<file path="src/rtl/sam_pkg.sv">
package sam_pkg;
    localparam int SAM_AW = 7;

    typedef struct packed {
        logic scl;
        logic sda;
    } sam_line_t;
endpackage

</file>
<file path="src/rtl/sam_edge.sv">
module sam_edge
    import sam_pkg::*;
(
    input  logic clk,
    input  logic rst_n,
    input  logic scl_i,
    input  logic sda_i,
    output logic start_o,
    output logic stop_o,
    output logic rise_o
);
    sam_line_t line_d, line_q;

    always_comb begin
        line_d.scl = scl_i;
        line_d.sda = sda_i;
        start_o = line_q.scl & scl_i & line_q.sda & ~sda_i;
        stop_o  = line_q.scl & scl_i & ~line_q.sda & sda_i;
        rise_o  = ~line_q.scl & scl_i;
    end

    always_ff @(posedge clk or negedge rst_n) begin
        if (!rst_n) line_q <= '1;
        else        line_q <= line_d;
    end
endmodule

</file>
<file path="src/rtl/sam_cmp.sv">
module sam_cmp #(
    parameter int AW = 7
) (
    input  logic [AW-1:0] cand_i,
    input  logic [AW-1:0] own_i,
    input  logic          en_i,
    output logic          hit_o
);
    always_comb hit_o = en_i & (cand_i == own_i);
endmodule

</file>
<file path="src/rtl/sam_shift.sv">
module sam_shift #(
    parameter int AW = 7
) (
    input  logic          clk,
    input  logic          rst_n,
    input  logic          en_i,
    input  logic          start_i,
    input  logic          stop_i,
    input  logic          rise_i,
    input  logic          sda_i,
    input  logic          hit_i,
    output logic [AW-1:0] cand_o,
    output logic          busy_o,
    output logic          match_o,
    output logic [AW-1:0] addr_o,
    output logic          rw_o
);
    localparam int CNT_W = $clog2(AW + 2);
    localparam logic [CNT_W-1:0] LAST = CNT_W'(AW);

    typedef struct packed {
        logic [AW:0]      sh;
        logic [CNT_W-1:0] cnt;
        logic             busy;
        logic             match;
        logic [AW-1:0]    addr;
        logic             rw;
    } st_t;

    st_t st_d, st_q;

    always_comb begin
        st_d = st_q;
        if (!en_i || stop_i) begin
            st_d.busy  = 1'b0;
            st_d.match = 1'b0;
            st_d.cnt   = '0;
        end else if (start_i) begin
            st_d.busy  = 1'b1;
            st_d.match = 1'b0;
            st_d.cnt   = '0;
            st_d.sh    = '0;
        end else if (rise_i && st_q.busy) begin
            st_d.sh  = {st_q.sh[AW-1:0], sda_i};
            st_d.cnt = st_q.cnt + 1'b1;
            if (st_q.cnt == LAST) begin
                st_d.busy  = 1'b0;
                st_d.addr  = st_q.sh[AW-1:0];
                st_d.rw    = sda_i;
                st_d.match = hit_i;
            end
        end
    end

    always_ff @(posedge clk or negedge rst_n) begin
        if (!rst_n) st_q <= '0;
        else        st_q <= st_d;
    end

    assign cand_o  = st_q.sh[AW-1:0];
    assign busy_o  = st_q.busy;
    assign match_o = st_q.match;
    assign addr_o  = st_q.addr;
    assign rw_o    = st_q.rw;
endmodule

</file>
<file path="src/rtl/addr_match_top.sv">
module addr_match_top #(
    parameter int AW = sam_pkg::SAM_AW
) (
    input  logic          clk,
    input  logic          rst_n,
    input  logic          scl_i,
    input  logic          sda_i,
    input  logic [AW-1:0] own_addr_i,
    input  logic          match_en_i,
    input  logic          mod_en_i,
    output logic          match_o,
    output logic          busy_o,
    output logic [AW-1:0] addr_o,
    output logic          rw_o
);
    logic          start_w, stop_w, rise_w, hit_w;
    logic [AW-1:0] cand_w;

    sam_edge u_edge (
        .clk     (clk),
        .rst_n   (rst_n),
        .scl_i   (scl_i),
        .sda_i   (sda_i),
        .start_o (start_w),
        .stop_o  (stop_w),
        .rise_o  (rise_w)
    );

    sam_cmp #(.AW(AW)) u_cmp (
        .cand_i (cand_w),
        .own_i  (own_addr_i),
        .en_i   (match_en_i),
        .hit_o  (hit_w)
    );

    sam_shift #(.AW(AW)) u_shift (
        .clk     (clk),
        .rst_n   (rst_n),
        .en_i    (mod_en_i),
        .start_i (start_w),
        .stop_i  (stop_w),
        .rise_i  (rise_w),
        .sda_i   (sda_i),
        .hit_i   (hit_w),
        .cand_o  (cand_w),
        .busy_o  (busy_o),
        .match_o (match_o),
        .addr_o  (addr_o),
        .rw_o    (rw_o)
    );
endmodule

</file>
<file path="config.mk">
export PLATFORM = sky130hd
export DESIGN_NAME = addr_match_top
export DESIGN_NICKNAME = d
export VERILOG_FILES = /design/src/rtl/sam_pkg.sv /design/src/rtl/sam_edge.sv /design/src/rtl/sam_cmp.sv /design/src/rtl/sam_shift.sv /design/src/rtl/addr_match_top.sv
export SDC_FILE = /design/constraint.sdc
export NUM_CORES = 1
export LEC_CHECK = 0
export ABC_AREA = 1
export BUFFER_PORTS_ARGS = -buffer_cell sky130_fd_sc_hd__buf_2
export CAP_MARGIN = 20
export CORE_MARGIN = 5
export CORE_UTILIZATION = 40
export DETAILED_ROUTE_END_ITERATION = 6
export PLACE_DENSITY = 0.7
export SYNTH_ARGS = -nofsm -noshare
export SYNTH_HDL_FRONTEND = slang
export SYNTH_SLANG_ARGS = --single-unit
</file>
<file path="constraint.sdc">
create_clock -name clk -period 3.6 [get_ports clk]
set_clock_uncertainty 0.1 [all_clocks]
set_input_delay 0.18 -clock clk [delete_from_list [all_inputs] [get_ports clk]]
set_output_delay 0.18 -clock clk [all_outputs]
set_load 0.1 [all_outputs]
</file>
==> summary.txt <==
Cell Pwr Density - 306 nW/µm²
Final setup viols - 0
CTS Sinks - 23
TritonCTS clock tree - yes
Overall power - 0.420 mW
Worst Path Arrival - 1.65 ns
Status - finished, final reports clean
Worst-path clk slew - 0.13 ns
Global-route wire length before repair - 3960 µm
DRT Wirelength - 2190 µm
Resize count post-CTS - 0
Synth area leaders - dfrtp_1, nand2_1, inv_1
Htree depth - 1
Yosys top cell by area - dfrtp_1
Ys flop type - dfrtp_1
Syn nets - 173
Static leakage - 0.806 nW
Commonest cells in the netlist - nand2_1, dfrtp_1, inv_1, nor2_1, nand3_1
Slew Limit Fails - 0
Die Y - 65.1 µm
Post-route DRC - 0
Buffer and inverter count on the worst path - 3
Least-Margin Pin Slew - 0.490 ns
Post-route cell area - 1370 µm²
Placed insts - 207
Number of fill cells - 307
Vias in the first global route - 935
Std-Cell Core Area - 2980 µm²
Final Non-Filler Cells - 214
DP Area - 1310 µm²
Vias per cell - 4.49
Critical path required time - 3.75 ns
Endpoint type of the worst setup path - flip-flop
Max Root-Sink Buffers - 2
Setup TNS - 0 ns
Worst skew pair latency - 0.30 ns
Initial DRC count - 35
Cell Chain, Critical Path - dlygate4sd3_1 -> buf_2 -> nand2_1 -> inv_2 -> nand3_1 -> nand3_2 -> nor2_8 -> nand2_1 -> nand2_1
Final core utilization - 0.460
I/O pins - 23
Count leader, synth - nand2_1
DR WL/cell - 10.2 µm
Die ar. - 4240 µm²
Grt total ovfl - 0
Number of synthesized register bits - 23
Mapped Area - 1210 µm²
Post-route ant nets - 0
Worst hold path type - in -> reg
Final critical-path share of the clock period - 0.416
CP dominant cell by count - nand2_1
Hpwl dp - 1710 µm
GPL Wtd Cong - 0.719
Post-synth EDFFs - 0
Crit-path max cell delay - 0.53 ns
Area growth syn-to-layout - 12.8%
Kind of critical path - in -> reg
N_diodes - 0
Mean Syn Cell Area - 7.64 µm²
Synth async-reset ratio - 1.00
Synth Warn # - 0
Relative slew slack - 0.673
Ratio of cells with drive above 1 in the final layout - 0.210
Row count - 20
CTS Root Cell - clkbuf_4
Port Buffers - 22
Hold WS - 0.166 ns
Fmax - 668 MHz
Register area share after synthesis - 0.476
GR Util All Layers - 0.118
Inserted Clock Buffers - 3
Delay-heaviest family, CP - simple AND/OR/NAND/NOR gates
Netlist cell types - 19
Crit-path max FO - 9
Startpoint Class - primary input
Worst path slowest cell - dlygate4sd3_1
DR vias - 961
Max IR drop VDD - 110 µV
First-pass iteration count of the detailed router - 4
RSZ-0062 raised after global routing - no
Starting Density - 0.408
DP Worst Slack - 2.14 ns
Initial antenna violation count - 0
Final Hold Viols - 0
Max_cap viols - 0
Final Net Count - 196
Synth top area share - 0.433
Largest net degree at the start of global routing - 24
Die X - 65.1 µm
Worst setup margin - 2.10 ns
Shortest period the worst path allows - 1.50 ns
Gate Count Post-Synth - 159
-- kinds of logic after synthesis --
group,Yosys count,synth area share
flops,23,0.476
simple gates,103,0.376
xor+xnor,1,0.00721
fa+ha+maj,1,0.0103
buf+inv,27,0.109
compound gates,4,0.0216
-- path summary, 6_finish.rpt --
kind	start	endpoint	slack (ns)	cells after the start
min reg2reg	u_shift.addr_o[1]	u_shift.addr_o[1]	0.39	2
max	scl_i	u_shift.addr_o[0]	2.10	9
max in group asynchronous	rst_n	u_edge.line_q[0]	2.80	2
min in group asynchronous	rst_n	u_shift.match_o	0.25	2
max reg2reg	u_edge.line_q[1]	u_shift.cand_o[6]	2.12	5
min	mod_en_i	u_shift.st_q[11]	0.17	3
-- where the power goes --
part           leakage, nW  internal, mW  switching (mW)
registers            0.314         0.262         0.00308
clock network       0.0150        0.0431          0.0747
logic                0.477        0.0135          0.0231
-- worst register-to-register path, stage by stage (launching register included) --
cell	delay (ns)
dfstp_2	0.57
nand2_1	0.07
inv_2	0.08
nand4_1	0.28
nand3_1	0.20
nand2_1	0.07
-- per-layer routing --
metal / wire, µm / track usage / up-vias
met5: 0 / 0 / -
met4: 0 / 0.0466 / 0
met3: 101 / 0.0120 / 0
met2: 978 / 0.194 / 19
met1: 1110 / 0.159 / 425
li1: - / - / 517
-- registers in the layout, indices dropped and copies added, names as in the netlist --
name             count
u_shift.addr_o       7
u_shift.match_o      1
u_shift.busy_o       1
u_shift.st_q         4
u_shift.cand_o       7
u_edge.line_q        2
u_shift.rw_o         1
-- placed cells by master, fill, tap and decap left out, types with 2 or more instances in the layout --
master | Yosys | layout
nand2_1 | 75 | 75
nor2_8 | 2 | 2
nand3_1 | 9 | 9
clkbuf_4 | 0 | 3
buf_2 | 0 | 22
inv_4 | 2 | 2
dfstp_2 | 2 | 2
inv_1 | 16 | 16
nor2_1 | 11 | 11
a21oi_1 | 3 | 3
inv_2 | 2 | 2
nand3_2 | 2 | 2
dlygate4sd3_1 | 0 | 3
dfrtp_1 | 21 | 21
-- layout make-up --
cell class | instances | area, µm² | share of cell area
inverter | 20 | 80.1 | 0.0584
clock buffer | 4 | 26.3 | 0.0192
tap | 33 | 41.3 | 0.0301
multi-input combinational | 109 | 504 | 0.368
sequential | 23 | 578 | 0.422
timing repair buffer | 25 | 140 | 0.102
-- timing repair --
item                      in CTS  in global routing
setup buffers                  0                  0
hold endpoints to repair      23                  0
hold buffers                   3                  0
Power figures use the tool's default switching activity.
